**src/rtl/evt_timer_pkg.sv**
```systemverilog
package evt_timer_pkg;

  // Source select values (mode bits 1:0); only SRC_PIN advances the count
  typedef enum logic [1:0] {
    SRC_INT0 = 2'b00,
    SRC_INT1 = 2'b01,
    SRC_INT2 = 2'b10,
    SRC_PIN  = 2'b11
  } src_e;

  // Register selector
  typedef enum logic [1:0] {
    SEL_MODE = 2'd0,
    SEL_BASE = 2'd1,
    SEL_ICTL = 2'd2,
    SEL_NONE = 2'd3
  } rsel_e;

  localparam int MODE_EN_BIT   = 7;
  localparam int MODE_LD_BIT   = 6;
  localparam int ICTL_FLAG_BIT = 0;
  localparam int ICTL_IE_BIT   = 1;
  localparam int ICTL_LVL_LSB  = 4;

  typedef struct packed {
    logic en;
    logic ld;
    src_e src;
  } mode_t;

endpackage

```
**src/rtl/evt_timer_edge.sv**
```systemverilog
module evt_timer_edge #(
  parameter int SYNC_STAGES = 2
) (
  input  logic clk,
  input  logic rst,
  input  logic stop_mode,
  input  logic pin,
  output logic rise
);

  logic [SYNC_STAGES-1:0] sync_q;
  logic                   last_q;
  logic                   cur_lvl;

  // The stages follow the raw pin in low-power mode so that the level
  // history stays continuous when the clocked path takes over again.
  generate
    if (SYNC_STAGES == 1) begin : g_one
      always_ff @(posedge clk) begin
        if (rst) sync_q <= '0;
        else     sync_q <= pin;
      end
    end else begin : g_chain
      always_ff @(posedge clk) begin
        if (rst)            sync_q <= '0;
        else if (stop_mode) sync_q <= {SYNC_STAGES{pin}};
        else                sync_q <= {sync_q[SYNC_STAGES-2:0], pin};
      end
    end
  endgenerate

  assign cur_lvl = stop_mode ? pin : sync_q[SYNC_STAGES-1];
  assign rise    = cur_lvl & ~last_q;

  always_ff @(posedge clk) begin
    if (rst) last_q <= 1'b0;
    else     last_q <= cur_lvl;
  end

endmodule

```
**src/rtl/evt_timer_count.sv**
```systemverilog
module evt_timer_count #(
  parameter int CNT_W = 8
) (
  input  logic             clk,
  input  logic             rst,
  input  logic             load,
  input  logic             step,
  input  logic [CNT_W-1:0] base,
  output logic [CNT_W-1:0] cnt,
  output logic             uf
);

  logic [CNT_W-1:0] cnt_q;
  logic             at_zero;

  assign at_zero = (cnt_q == '0);
  assign uf      = step & at_zero;
  assign cnt     = cnt_q;

  always_ff @(posedge clk) begin
    if (rst)       cnt_q <= '0;
    else if (load) cnt_q <= base;
    else if (step) cnt_q <= at_zero ? base : cnt_q - 1'b1;
  end

endmodule

```
**src/rtl/evt_timer_regs.sv**
```systemverilog
module evt_timer_regs
  import evt_timer_pkg::*;
#(
  parameter int CNT_W = 8,
  parameter int LVL_W = 3
) (
  input  logic             clk,
  input  logic             rst,
  input  logic             we,
  input  logic [1:0]       sel,
  input  logic [CNT_W-1:0] wdata,
  input  logic             uf,
  output mode_t            mode,
  output logic [CNT_W-1:0] base,
  output logic             flag,
  output logic             irq,
  output logic [LVL_W-1:0] lvl
);

  mode_t            mode_q;
  logic [CNT_W-1:0] base_q;
  logic             flag_q, ie_q, irq_q;
  logic [LVL_W-1:0] lvl_q;
  logic             flag_n, ie_n;
  logic [LVL_W-1:0] lvl_n;
  logic             wr_mode, wr_base, wr_ictl;

  assign wr_mode = we && (rsel_e'(sel) == SEL_MODE);
  assign wr_base = we && (rsel_e'(sel) == SEL_BASE);
  assign wr_ictl = we && (rsel_e'(sel) == SEL_ICTL);

  // Underflow outranks a clearing write; writing 1 to the flag does nothing
  always_comb begin
    flag_n = flag_q;
    ie_n   = ie_q;
    lvl_n  = lvl_q;
    if (wr_ictl) begin
      ie_n  = wdata[ICTL_IE_BIT];
      lvl_n = wdata[ICTL_LVL_LSB +: LVL_W];
      if (!wdata[ICTL_FLAG_BIT]) flag_n = 1'b0;
    end
    if (uf) flag_n = 1'b1;
  end

  always_ff @(posedge clk) begin
    if (rst) begin
      mode_q <= '0;
      base_q <= '0;
      flag_q <= 1'b0;
      ie_q   <= 1'b0;
      lvl_q  <= '0;
      irq_q  <= 1'b0;
    end else begin
      if (wr_mode) begin
        mode_q.en  <= wdata[MODE_EN_BIT];
        mode_q.ld  <= wdata[MODE_LD_BIT];
        mode_q.src <= src_e'(wdata[1:0]);
      end
      if (wr_base) base_q <= wdata;
      flag_q <= flag_n;
      ie_q   <= ie_n;
      lvl_q  <= lvl_n;
      irq_q  <= flag_n & ie_n;
    end
  end

  assign mode = mode_q;
  assign base = base_q;
  assign flag = flag_q;
  assign irq  = irq_q;
  assign lvl  = lvl_q;

endmodule

```
**src/rtl/evt_timer.sv**
```systemverilog
module evt_timer
  import evt_timer_pkg::*;
#(
  parameter int CNT_W       = 8,
  parameter int LVL_W       = 3,
  parameter int SYNC_STAGES = 2
) (
  input  logic             clk,
  input  logic             rst,
  input  logic             stop_mode,
  input  logic             evt_pin,
  input  logic             reg_we,
  input  logic [1:0]       reg_sel,
  input  logic [CNT_W-1:0] reg_wdata,
  output logic [CNT_W-1:0] cnt_o,
  output logic             irq_o,
  output logic [LVL_W-1:0] irq_lvl_o
);

  mode_t            mode_q;
  logic [CNT_W-1:0] base_q;
  logic             irq_flag;
  logic             ev_rise;
  logic             cnt_load, cnt_step, cnt_uf;
  logic             src_ok;

  evt_timer_edge #(.SYNC_STAGES(SYNC_STAGES)) u_edge (
    .clk       (clk),
    .rst       (rst),
    .stop_mode (stop_mode),
    .pin       (evt_pin),
    .rise      (ev_rise)
  );

  assign src_ok   = mode_q.en && (mode_q.src == SRC_PIN);
  assign cnt_load = mode_q.ld && !mode_q.en;
  assign cnt_step = src_ok && ev_rise;

  evt_timer_count #(.CNT_W(CNT_W)) u_cnt (
    .clk  (clk),
    .rst  (rst),
    .load (cnt_load),
    .step (cnt_step),
    .base (base_q),
    .cnt  (cnt_o),
    .uf   (cnt_uf)
  );

  evt_timer_regs #(.CNT_W(CNT_W), .LVL_W(LVL_W)) u_regs (
    .clk   (clk),
    .rst   (rst),
    .we    (reg_we),
    .sel   (reg_sel),
    .wdata (reg_wdata),
    .uf    (cnt_uf),
    .mode  (mode_q),
    .base  (base_q),
    .flag  (irq_flag),
    .irq   (irq_o),
    .lvl   (irq_lvl_o)
  );

endmodule

```
**config.mk**
```make
export PLATFORM = sky130hd
export DESIGN_NAME = evt_timer
export DESIGN_NICKNAME = d
export VERILOG_FILES = /design/src/rtl/evt_timer_pkg.sv /design/src/rtl/evt_timer_edge.sv /design/src/rtl/evt_timer_count.sv /design/src/rtl/evt_timer_regs.sv /design/src/rtl/evt_timer.sv
export SDC_FILE = /design/constraint.sdc
export NUM_CORES = 1
export LEC_CHECK = 0
export CORE_MARGIN = 3
export CORE_UTILIZATION = 25
export CTS_CLUSTER_DIAMETER = 200
export DETAILED_ROUTE_END_ITERATION = 10
export GPL_ROUTABILITY_DRIVEN = 1
export SYNTH_ARGS = -nofsm -noshare
export SYNTH_HDL_FRONTEND = slang
export SYNTH_SLANG_ARGS = --single-unit
```
**constraint.sdc**
```tcl
create_clock -name clk -period 1.6 [get_ports clk]
set_input_delay 0.16 -clock clk [delete_from_list [all_inputs] [get_ports clk]]
set_output_delay 0.16 -clock clk [all_outputs]
set_load 0.02 [all_outputs]
```
**Word level (Yosys, flattened, before mapping)**

Cells that the tools add are included.

- Flip-flop bits (word level): 29
- Logic and storage cells: 38
- Input port bits: 15

- Mux-type cells: 9
- Add/sub/neg operators: 1
- Bitwise gates (word level): 4
- Eq/ne operators: 3
- Reduce and logical (&&, ||, !) cells: 10

Operators with widths:

| cell | count |
|---|---|
| $mux 8 | 3 |
| $logic_not 8->1 | 1 |
| $sub 8x1->8 const B | 1 |
| $logic_and 1x1->1 | 6 |
| $mux 1 | 5 |
| $eq 2x2->1 const B | 2 |
| $and 1x1->1 | 3 |
| $eq 2x1->1 const B | 1 |
| $logic_not 2->1 | 1 |
| $mux 2 | 1 |
| $reduce_bool 2->1 | 1 |
| $logic_not 1->1 | 1 |
| $not 1->1 | 1 |

**Longest topological paths before layout**

Gate-level depths: netlist of run 1.

- Depth in word-level cells: 6
- Depth in mapped cells: 6
- Depth with buffers taken out: 6

**Hierarchy**

A second synthesis of run 1 with hierarchy kept.

- Cells, all modules: 140
- Area total of the unflattened synthesis: 1368.8 µm²

Modules (own cells, without submodules):

| module | area an instance (µm²) | cells each | times used | seq. area each (µm²) |
|---|---|---|---|---|
| evt_timer_regs | 659.4 | 60 | 1 | 360.3 |
| evt_timer_count | 593.1 | 69 | 1 | 160.2 |
| evt_timer_edge | 97.6 | 9 | 1 | 60.1 |
| evt_timer | 18.8 | 2 | 1 | 0.0 |

**Least setup slack after synthesis of run 1**

Ideal clock, no wire load.

- Path kind: register to register
- Start: register u_cnt.cnt_q[0] (netlist: u_cnt.cnt[0])
- End: register u_cnt.cnt_q[3] (netlist: u_cnt.cnt[3])
- Data arrival time: 1.850 ns
- Setup slack: -0.343 ns
- Buffers on the path: 0
- Cell stages (with the launch flop): 7
- Period minus slack after synthesis: 1.943 ns
- Data required time: 1.508 ns
- Cell sequence: dfxtp_1 inv_1 ha_1 nor3b_1 a21oi_2 mux2_2 o32ai_1

- Longest elaborated chain between the ends: 4
- Elaborated cells on any way between the ends: 5
- Those cells by class: add/sub (1); mux (3); reduce/logical (1)

Ends and longest elaborated chain:

| element | line | text |
|---|---|---|
| start, declared | evt_timer_count.sv:13 | `logic [CNT_W-1:0] cnt_q;` |
| start signal, assigned | evt_timer_count.sv:22 | `else if (load) cnt_q <= base;` |
| start signal, assigned | evt_timer_count.sv:23 | `else if (step) cnt_q <= at_zero ? base : cnt_q - 1'b1;` |
| $sub 8x1->8 / $logic_not 8->1 (equally long branches) | evt_timer_count.sv:23, evt_timer_count.sv:16 |  |
| $mux 8 * (2 in a row) | evt_timer_count.sv:23 |  |
| $mux 8 * | evt_timer_count.sv:22 |  |

Mark *: on every way between the ends. The rest lies on a longest branch, timed or not. The select of a mux whose other input is x is not followed.
A chain may end at the register's enable or synchronous reset.

**Worst setup path after layout of run 1**

- Start: register u_cnt.cnt_q[0] (netlist: u_cnt.cnt[0])
- End: register u_cnt.cnt_q[7] (netlist: u_cnt.cnt[7])

Same word-level chain as after synthesis.

==> results.txt, run 1 <==
- Once detail routing completed, the nets flagged for antenna violations numbered 0.
- Setup repair after global routing could not meet its margin everywhere.
- The Yosys step of the flow raised 0 warnings.
- DRC violation count after routing: 0
- Of the cells placed in the final design, the portion with a size suffix greater than 1 is 28.9%.
- Synthesized area per cell: 9.33 um^2
- Worst Slack Setup Final: -0.0805 ns
* Placeable core area: 0.00491 mm^2
- Number of core rows: 25
- The worst hold path belongs to the class reg -> reg.
- Layout net count: 217
- Final Non-Filler Cells: 268
- The synthesized netlist devotes 1.89% of its cell area to adder and majority cells.
- FFs w/ async S/R, synth: 0%
- Placed Instances: 258
- Number of sinks on the clock net: 29
- Clk buf depth: 2
* Pin count of the biggest net entering global routing: 19
- Worst setup timing slack at the placement stage: -0.144 ns
- IR analysis of the VDD net gives a maximum drop of 0.494 mV.
* Number of buffers added by the clock tree synthesis step: 5
* Effective utilization at floorplan: 27.0%
- Synthesized-area fraction occupied by and/or/nand/nor cells: 22.1%
- STA classifies the critical path startpoint as a flip-flop.
* Post-layout min period: 1.68 ns
- Most common library cell in the layout ignoring fill and taps: sky130_fd_sc_hd__buf_4
* Count of input and output buffers: 26
- Number of global-route vias before repair: 1287
* Final Setup Violations: 2
- Number of DRC markers in iteration 0: 26
* Antenna fix cells: 0
- Fillcell total: 499
- The biggest area contributor in the post-synthesis netlist is sky130_fd_sc_hd__dfxtp_1.
- Layout area overhead: 57.1%
- The number of hold buffers added after CTS was 0.
- At the later pin of the worst-skew pair, clock insertion delay measures 0.28 ns.
* Clock tree skew after final layout: 0.00391 ns
- The flow ran to the end, but the final reports show violations.
* TritonCTS clock tree: yes
- Xor and xnor fraction of the mapped netlist area: 0%
- Slew HR: 71.0%
- Worst path arrival time: 1.85 ns
- Critical Path Fanout Max: 4
* Violated checks: setup timing
* Total Die Area: 0.00621 mm^2
- The final max-slew violation count was 0.
- Required time of the critical path: 1.77 ns
- Gr ovfl total: 0
- Standard cell area after detailed placement: 0.00188 mm^2
* Estimated wirelength of the detail-placed design: 2570 um
- The tool flagged a number of max-cap violations equal to 0.
* Lkg Pwr: 0.888 nW
- Wire length of the first global-routing pass: 5820 um
- Overall fraction of global-route tracks in use: 12.2%
* Largest family of logic cells by synthesized area: simple AND/OR/NAND/NOR gates
* Final RePlAce weighted congestion: 0.905
* Number of enable flip-flop cells after synthesis: 0
* Clock Root Buffer: sky130_fd_sc_hd__clkbuf_8
- The number of antenna violations at the first check in global routing is 0.
* Fin Hold WS: 0.483 ns
* Max Fclk: 595 MHz
* Unique cell type count in the Yosys netlist: 37
* Vias after detailed routing: 1239
- H-tree depth: 2
* Via-to-Cell Ratio: 4.62
- Final routed wire length divided by cell count: 13.0 um
- At the pin with the least slew margin, the transition time is 0.431 ns.
- The routed design has 3490 um of wire.
- Cell area after layout: 0.00208 mm^2
- After synthesis, flip-flops and latches occupy 43.8% of the total area.
* Number of placed I/O pins: 27
- Of the post-synthesis cell area, the part taken by muxes is 17.5%.
- Cells fill 42.4% of the core in the end.
* Total standard cell area after synthesis: 0.00133 mm^2
- Clock-pin slew was measured on the worst setup and hold paths at 0.06 ns.
* Total count of hold-check failures in the final report: 0
- Capturing element type of the critical path: flip-flop
- Footprint of the flip-flops and latches: 589 um^2
- Vert. Die Dim: 78.8 um
- The die is 78.8 um wide.
- Power density over the cells: 777 mW/mm^2
- Fin crit share: 105%
- Post-synthesis sequential element count: 29
- The synthesized netlist devotes 11.6% of its cell area to compound gates.
* Leading cell types by total area after synthesis: sky130_fd_sc_hd__dfxtp_1 44%, sky130_fd_sc_hd__mux2i_1 17%, sky130_fd_sc_hd__nor2_1 6.2%, sky130_fd_sc_hd__inv_1 2.0%, sky130_fd_sc_hd__nand2_1 2.0%
- Area of the multi-input gates: 800 um^2
* Classification of the worst setup path: reg -> reg
* Synth Flop Type: sky130_fd_sc_hd__dfxtp_1
* Area share of the largest cell type after synthesis: 43.8%
- Pre-Repair DR Iteration Count: 4
- Synthesized instance count: 142
* Post-Synthesis Net Count: 159
- The library cells used most frequently in the layout, excluding fill and tap cells, are 29 x sky130_fd_sc_hd__buf_4, 26 x sky130_fd_sc_hd__dfxtp_1, 24 x sky130_fd_sc_hd__clkdlybuf4s50_1.
==> logic make-up after synthesis <==
group                      Yosys count
buffers and inverters               11
and+or+nand+nor                     55
muxes                               23
AOI/OAI and AO/OA                   22
DFF                                 29
adders and majority gates            2
==> worst paths after layout <==
kind | startpoint | end | slack (ns) | depth (start not counted)
setup / recovery | u_cnt.cnt[0] | u_cnt.cnt[7] | -0.08 | 4
hold / removal | u_edge.sync_q[0] | u_edge.sync_q[1] | 0.48 | 2
setup reg to reg | u_cnt.cnt[0] | u_cnt.cnt[7] | -0.08 | 4
hold reg to reg | u_edge.sync_q[0] | u_edge.sync_q[1] | 0.48 | 2
==> final cells by class <==
type                       count  share of cell area [%]
multi-input combinational    102                    38.4
clock inverter                 1                   0.240
sequential                    29                    28.3
clock buffer                   7                    4.63
tap                           67                    4.03
inverter                       7                    1.38
timing repair buffer          55                    23.0
==> Yosys cell counts (2+ instances only) <==
library cell                instances
sky130_fd_sc_hd__nand4b_1           2
sky130_fd_sc_hd__o22ai_1            4
sky130_fd_sc_hd__o21ai_0            3
sky130_fd_sc_hd__o32ai_1            2
sky130_fd_sc_hd__nor2_1            22
sky130_fd_sc_hd__nor2b_1            3
sky130_fd_sc_hd__a21oi_1            2
sky130_fd_sc_hd__nor3b_1            2
sky130_fd_sc_hd__o21ai_1            2
sky130_fd_sc_hd__ha_1               2
sky130_fd_sc_hd__dfxtp_1           29
sky130_fd_sc_hd__nor3_1             3
sky130_fd_sc_hd__nand3b_1           2
sky130_fd_sc_hd__nand2_1            7
sky130_fd_sc_hd__nand2b_1           2
sky130_fd_sc_hd__inv_1              7
sky130_fd_sc_hd__mux2i_1           22
sky130_fd_sc_hd__clkbuf_1           4
sky130_fd_sc_hd__and2_1             3
sky130_fd_sc_hd__o2111ai_1          2
==> through the flow <==
step	TNS, ns	total power [mW]
6_report	-0.136	1.62
5_1_grt	-0.493	1.70
4_1_cts	-0.126	1.64
3_5_place_dp	-0.851	0.954
3_3_place_gp	-0.752	0.953
2_1_floorplan	-0.0643	0.860
==> routing by layer <==
metal / vias to the layer above / part of all wire [%] / track usage (%)
met2: 24 / 49 / 19.5
met4: 0 / 2.6 / 6.47
met5: - / 0 / 0
met3: 8 / 3.6 / 3.63
li1: 625 / - / -
met1: 582 / 45 / 14.7
==> critical path, stage by stage (launching register included) <==
cell and delay [ns]:
sky130_fd_sc_hd__dfxtp_4 0.35, sky130_fd_sc_hd__or4_4 0.54, sky130_fd_sc_hd__or4_4 0.43, sky130_fd_sc_hd__o2111ai_2 0.17, sky130_fd_sc_hd__o21ai_1 0.08
==> state kept, by name (all words and copies together) (netlist names) <==
name / count
u_edge.sync_q: 2
u_cnt.cnt: 8
u_regs.mode: 4
u_regs.ie_q: 1
u_regs.irq: 1
u_edge.last_q: 1
u_regs.base: 8
u_regs.flag: 1
u_regs.lvl: 3
==> power breakdown <==
group	internal (mW)	total (mW)	switching (mW)
combinational	0.112	0.204	0.0915
clock	0.388	0.665	0.277
sequential	0.739	0.748	0.00927
==> repair_timing <==
action                                  in CTS  in global routing
endpoints found under the setup margin       7                 10
pin swaps                                    2                  2
gates resized for setup                      8                 14
setup buffers                                1                  1
Note: power is estimated with default switching activity, not from simulation.
==> run 2, diff against run 1 <==
--- a/config.mk
+++ b/config.mk
@@ -10,6 +10,7 @@
 export CTS_CLUSTER_DIAMETER = 200
 export DETAILED_ROUTE_END_ITERATION = 10
 export GPL_ROUTABILITY_DRIVEN = 1
+export MAX_ROUTING_LAYER = met4
 export SYNTH_ARGS = -nofsm -noshare
 export SYNTH_HDL_FRONTEND = slang
 export SYNTH_SLANG_ARGS = --single-unit
==> run 2 against run 1 <==
Against the previous run: the run still ends with setup timing left; final area unchanged; non-clock buffer count unchanged; worst hold slack barely moved; sequential share of layout area stayed put; fmax decreased by 0.30%; core utilization stayed put; register-to-register slack is essentially flat; global-route usage increased by 0.33 points; die area unchanged; setup slack lost 0.0051 ns; critical path depth unchanged; largest cell class unchanged; largest power group unchanged.
==> results.txt, run 2 (synthesis gave the netlist of run 1 again) <==
- The standby leakage power came to 0.888 nW (unchanged).
- Total Negative Setup Slacks: -0.142 ns (-0.00655 ns)
- The core region area came to 0.00491 mm^2 (unchanged).
- Class of the tightest hold or removal check: reg -> reg
- Capturing element type of the critical path: flip-flop
- Worst path arrival time: 1.86 ns (about the same)
- Count of antenna-violating nets left after detailed routing: 0 (unchanged)
- Wire length of the first global-routing pass: 5820 um (unchanged)
* Antenna fix cells: 0 (unchanged)
* Layout area overhead: 57.1% (unchanged)
- Effective utilization at floorplan: 27.0% (unchanged)
* Number of antenna violations at the first check in global routing: 0 (unchanged)
- Hold bufs inserted after CTS: 0 (unchanged)
- Clk buf depth: 2 (unchanged)
- The required time reported for the critical path endpoint is 1.77 ns (about the same).
- The remaining max-slew budget at the tightest pin came to 71.6% (+0.59 points).
- The CTS H-tree depth was 2 (unchanged).
- Post-layout min period: 1.69 ns (+0.00510 ns)
* Final Non-Filler Cells: 268 (unchanged)
* Total count of hold-check failures in the final report: 0 (unchanged)
- The number of global-route vias before repair is 1287 (unchanged).
* RSZ-0062 raised after global routing: true
- The maximum clock rate was 593 MHz (-0.30%).
* Vias after detailed routing: 1252 (+1.0%)
- Pin count of the biggest net entering global routing: 19 (unchanged)
* Overall fraction of global-route tracks in use: 12.5% (+0.33 points)
- Measured slew at the worst slew-check pin: 0.423 ns (-0.00874 ns)
- The CTS buffer count came to 5 (unchanged).
- The width of the chip was 78.8 um (unchanged).
- Number of core rows: 25 (unchanged)
* Share of cells above drive strength 1: 28.9% (unchanged)
- The via density per instance came to 4.67 (+1.0%).
- Placed Instances: 258 (unchanged)
* Number of sinks on the clock net: 29 (unchanged)
- The post-CTS clock slew at the launch and capture registers of the worst setup and hold paths is 0.06 ns (about the same).
- The critical-path maximum fanout came to 4 (unchanged).
- The final reports fail on setup timing.
- The post-placement cell area was 0.00188 mm^2 (unchanged).
- The net count of the finished layout came to 217 (unchanged).
* Number of placed I/O pins: 27 (unchanged)
- DRC violation count after routing: 0 (unchanged)
- The worst setup path is of the reg -> reg kind.
- The clock latency on the worst-skew pair is 0.28 ns (about the same).
- Final Core Density: 42.4% (unchanged)
- Pre-Repair DR Iteration Count: 6 (+2)
- Max-cap violations: 0 (unchanged)
- In the layout the commonest cells are 29 x sky130_fd_sc_hd__buf_4, 26 x sky130_fd_sc_hd__dfxtp_1, 24 x sky130_fd_sc_hd__clkdlybuf4s50_1.
- The remaining global-route overflow is 0 (unchanged).
* Number of DRC markers in iteration 0: 38 (+46%)
- The final cell area excluding filler cells came to 0.00208 mm^2 (unchanged).
* TritonCTS clock tree: yes
- The register cell area after layout was 589 um^2 (unchanged).
* Fin crit share: 105% (+0.32 points)
* Clock tree skew after final layout: 0.00376 ns (-0.000156 ns)
- The detailed-placement wirelength estimate was 2570 um (unchanged).
- The final total power was 1.62 mW (+0.30%).
- The sum of routed wire length over all layers was 3540 um (+1.4%).
- Vert. Die Dim: 78.8 um (unchanged)
- Most common library cell in the layout ignoring fill and taps: sky130_fd_sc_hd__buf_4
- Power density over the cells: 779 mW/mm^2 (+0.30%)
- Final Max Slew Viols: 0 (unchanged)
- Fillcell total: 499 (unchanged)
- Total Die Area: 0.00621 mm^2 (unchanged)
- The quantity of I/O buffers inserted on ports is 26 (unchanged).
* Area of the multi-input gates: 800 um^2 (unchanged)
* Maximum VDD drop: 0.494 mV (about the same)
- Worst Slack Setup Final: -0.0856 ns (-0.00510 ns)
- Final RePlAce weighted congestion: 0.921 (+1.7%)
* Status: complete, but fails checks
* Clock Root Buffer: sky130_fd_sc_hd__clkbuf_8
* Final routed wire length divided by cell count: 13.2 um (+1.4%)
* Final Setup Violations: 2 (unchanged)
- The worst setup path is launched from a flip-flop.
## run 2: cell counts in the layout (fill, tap and decap cells not counted)
No cell type changed its count.
## run 2: layout make-up
type | count | area share, %
clock buffers | 7 | 4.63
inverters | 7 | 1.38
repair buffers | 55 | 23.0
clock inverters | 1 | 0.240
well taps | 67 | 4.03
flip-flops and latches | 29 | 28.3
multi-input cells | 102 | 38.4
## run 2: report_power, final
part           leakage [nW]  internal, mW  switching, mW
registers             0.238         0.739        0.00931
logic                 0.596         0.112         0.0925
clock network        0.0542         0.388          0.281
## run 2: metrics by stage
stage	hold slack [ns]	worst slack, ns
after floorplan	0.288	-0.0643
after global placement	0.468	-0.116
after detailed placement	0.471	-0.144
after CTS	0.488	-0.0976
after global routing	0.501	-0.142
final	0.483	-0.0856
## run 2: critical path, cell delays in order, from the launching register on
cell	delay [ns]
sky130_fd_sc_hd__dfxtp_4	0.35
sky130_fd_sc_hd__or4_4	0.54
sky130_fd_sc_hd__or4_4	0.43
sky130_fd_sc_hd__o2111ai_2	0.17
sky130_fd_sc_hd__o21ai_1	0.08
## run 2: what timing repair did
action / in CTS / in global routing
pin swaps: 2 / 2
buffers inserted: 1 / 1
resized for setup: 8 / 14
gates cloned: 0 / 0
setup endpoints to repair: 7 / 10
## run 2: worst paths after layout
| path | startpoint | endpoint | slack [ns] | cells past startpoint |
|---|---|---|---|---|
| worst min register to register | u_edge.sync_q[0] | u_edge.sync_q[1] | 0.48 | 2 |
| worst max-delay path | u_cnt.cnt[0] | u_cnt.cnt[7] | -0.09 | 4 |
| worst max register to register | u_cnt.cnt[0] | u_cnt.cnt[7] | -0.09 | 4 |
| worst min-delay path | u_edge.sync_q[0] | u_edge.sync_q[1] | 0.48 | 2 |
## run 2: metal layers
layer / wire length [um] / GRT usage, % / share of wire, % / vias up
met5: 0 / - / 0 / -
met1: 1610 / 14.7 / 45 / 589
met3: 125 / 3.63 / 3.5 / 8
met4: 73 / 6.47 / 2.1 / 0
met2: 1730 / 19.5 / 49 / 28
li1: - / - / - / 627
==> run 3, diff against run 2 <==
--- a/config.mk
+++ b/config.mk
@@ -5,12 +5,15 @@
 export SDC_FILE = /design/constraint.sdc
 export NUM_CORES = 1
 export LEC_CHECK = 0
+export CELL_PAD_IN_SITES_DETAIL_PLACEMENT = 1
+export CELL_PAD_IN_SITES_GLOBAL_PLACEMENT = 2
 export CORE_MARGIN = 3
 export CORE_UTILIZATION = 25
 export CTS_CLUSTER_DIAMETER = 200
 export DETAILED_ROUTE_END_ITERATION = 10
 export GPL_ROUTABILITY_DRIVEN = 1
 export MAX_ROUTING_LAYER = met4
+export PLACE_DENSITY_LB_ADDON = 0.1
 export SYNTH_ARGS = -nofsm -noshare
 export SYNTH_HDL_FRONTEND = slang
 export SYNTH_SLANG_ARGS = --single-unit
==> run 3 against run 2 <==
Against the previous run: the run still ends with setup timing left; core utilization decreased by 0.69 points; non-clock buffer count did not move; setup slack got worse by 0.025 ns; global-route usage increased by 1.5 points; clock skew rose by 0.0039 ns; critical path type unchanged.
==> results.txt, run 3 (synthesis gave the netlist of run 1 again) <==
- The run finished, with violations left.
- The checks that failed: setup timing.
- Final routed wire length divided by cell count: 15.1 um (+14%)
- The clock sink count is 29 (unchanged).
- Pre-Repair DR Iteration Count: 4 (-2)
* Placeable core area: 0.00491 mm^2 (unchanged)
- Clock Root Buffer: sky130_fd_sc_hd__clkbuf_8
- The final max-slew violation count came to 0 (unchanged).
- In the layout the commonest cells are 28 x sky130_fd_sc_hd__buf_4, 25 x sky130_fd_sc_hd__dfxtp_1, 24 x sky130_fd_sc_hd__clkdlybuf4s50_1.
* Via-to-Cell Ratio: 4.76 (+1.9%)
* Pin count of the biggest net entering global routing: 12 (-7)
* Effective utilization at floorplan: 27.0% (unchanged)
* Final wirelength: 4030 um (+14%)
- Lkg Pwr: 0.876 nW (-1.4%)
- From synthesis to final layout, the design area changed by 54.6%.
* Antenna fix cells: 0 (unchanged)
* Clock-pin slew on the worst setup and hold paths: 0.07 ns (about the same)
* Startpoint type of the worst setup path: flip-flop
* Power density over the cells: 772 mW/mm^2 (-0.89%)
- Worst Min Path Start: u_edge.sync_q[0]
* Required time of the critical path: 1.77 ns (about the same)
* Wire length of the first global-routing pass: 6550 um (+12%)
- The minimum setup slack in the final design is -0.110 ns (-0.0245 ns).
- RR Startpoint: u_cnt.cnt[1]
- The final setup TNS was -0.325 ns (-0.183 ns).
* Final Setup Violations: 5 (+3)
- STA classifies the critical path endpoint as a flip-flop.
* Worst path arrival time: 1.88 ns (+0.02 ns)
* DRC violation count after routing: 0 (unchanged)
- Worst-path cell chain: or4_4, or4_4, o2111ai_2, o21ai_1
- In this design, the critical path's most frequently occurring cell is sky130_fd_sc_hd__or4_4.
* Total count of hold-check failures in the final report: 0 (unchanged)
- Post-layout min period: 1.71 ns (+0.0245 ns)
* Count of input and output buffers: 26 (unchanged)
* Final RePlAce weighted congestion: 0.832 (-9.7%)
* Max Fclk: 585 MHz (-1.4%)
- The slew at the pin closest to its max-slew limit was 0.334 ns (-0.0887 ns).
* Worst Hold End: u_edge.sync_q[1]
* Clock tree skew after final layout: 0.00768 ns (+0.00392 ns)
- Estimated wirelength of the detail-placed design: 3080 um (+20%)
* Fin crit share: 107% (+1.5 points)
* Number of DRC markers in iteration 0: 39 (+2.6%)
- RSZ-0062 raised after global routing: true
- Reg2Reg Depth: 4 (unchanged)
- The number of standard-cell rows in the floorplan is 25 (unchanged).
- The net count of the finished layout was 217 (unchanged).
- Worst hold path depth: 2 (unchanged)
* Total Die Area: 0.00621 mm^2 (unchanged)
- Worst-skew pair later-pin latency: 0.28 ns (about the same)
- The buffer depth of the longest clock path is 2 (unchanged).
- TritonCTS built the clock tree.
* Gr ovfl total: 0 (unchanged)
* Most common library cell in the layout ignoring fill and taps: sky130_fd_sc_hd__buf_4
* Die Width: 78.8 um (unchanged)
* Reg-to-reg slack, setup: -0.11 ns (-0.02 ns)
- The number of global-route vias before repair is 1372 (+6.6%).
- H-tree depth: 2 (unchanged)
* Share of cells above drive strength 1: 27.5% (-1.4 points)
- Overall fraction of global-route tracks in use: 14.1% (+1.5 points)
- Number of buffers added by the clock tree synthesis step: 5 (unchanged)
- The critical-path maximum fanout is 4 (unchanged).
- The height of the die is 78.8 um (unchanged).
- The number of placed I/O pins is 27 (unchanged).
- The worst voltage drop across the vdd grid was 0.423 mV (-14%).
- Hold bufs inserted after CTS: 0 (unchanged)
* Class of the tightest hold or removal check: reg -> reg
- The total via count in the routed design came to 1271 (+1.5%).
* Endpoint of the most critical register-to-register path: u_cnt.cnt[7]
* Count of antenna-violating nets left after detailed routing: 0 (unchanged)
* CP max-delay cell: sky130_fd_sc_hd__or4_4
* Maximum cell stage delay along the critical path: 0.53 ns (about the same)
- The remaining max-slew budget at the tightest pin is 77.1% (+5.5 points).
- Number of antenna violations at the first check in global routing: 0 (unchanged)
- The final total power was 1.58 mW (-2.5%).
- The max-cap violation count was 0 (unchanged).
* Final Core Density: 41.7% (-0.69 points)
* Classification of the worst setup path: reg -> reg
==> run 3: cell types whose count changed in the layout (fill, tap and decap cells not counted), sizes merged <==
cell | previous run | this run
clkinv | 1 | 0
buf | 29 | 30
dlygate4sd2 | 1 | 0
==> run 3: layer usage <==
layer  up-vias  wire [um]  global-route usage, %
li1        629          -                      -
met1       611       1830                   15.7
met2        25       2010                   24.9
met3         6        134                   3.40
met4         0         55                   4.02
met5         -          0                      -
==> run 3: worst max-delay path: cells and delay by family, from the launching register on <==
family           cells  cell delay [ns]
AO/OA/AOI/OAI        2             0.26
AND/OR/NAND/NOR      2             0.97
flip-flops           1             0.36
==> run 3: worst max path at each step <==
stage / startpoint / end / slack, ns / cells after the start
after floorplan: u_cnt.cnt[0] / u_cnt.cnt[7] / -0.06 / 4
after global placement: u_cnt.cnt[0] / u_cnt.cnt[7] / -0.1 / 4
after detailed placement: stop_mode / u_cnt.cnt[2] / -0.15 / 5
after CTS: u_cnt.cnt[0] / u_cnt.cnt[7] / -0.12 / 4
after global routing: u_cnt.cnt[1] / u_cnt.cnt[5] / -0.17 / 6
final: u_cnt.cnt[1] / u_cnt.cnt[7] / -0.11 / 4
==> run 3: final cells by class <==
class / count / area [um^2]
multi-input cells: 102 / 773
repair buffers: 55 / 485
well taps: 67 / 83.8
fillers: 572 / 2860
inverters: 7 / 28.8
flip-flops and latches: 29 / 591
clock buffers: 7 / 86.3
==> run 3: power breakdown <==
part	internal [mW]	switching, mW	leakage (nW)	total (mW)
Combinational	0.117	0.0933	0.593	0.210
Clock	0.341	0.281	0.0443	0.621
Sequential	0.739	0.0110	0.238	0.750
Total	1.20	0.385	0.876	1.58
==> run 3: repair_timing <==
item | 4_1_cts | 5_1_grt
buffers inserted | 3 | 1
gates resized for setup | 8 | 9
gates cloned | 0 | 0
setup endpoints to repair | 8 | 9
pin swaps | 4 | 4
==> run 3: metrics by stage <==
step	worst slack, ns	hold slack (ns)	cells	cell area, um^2
final	-0.110	0.479	267	2050
after global routing	-0.171	0.519	267	2050
after CTS	-0.117	0.487	266	2010
after detailed placement	-0.150	0.474	256	1870
after global placement	-0.0975	0.456	256	1870
after floorplan	-0.0643	0.288	142	1350
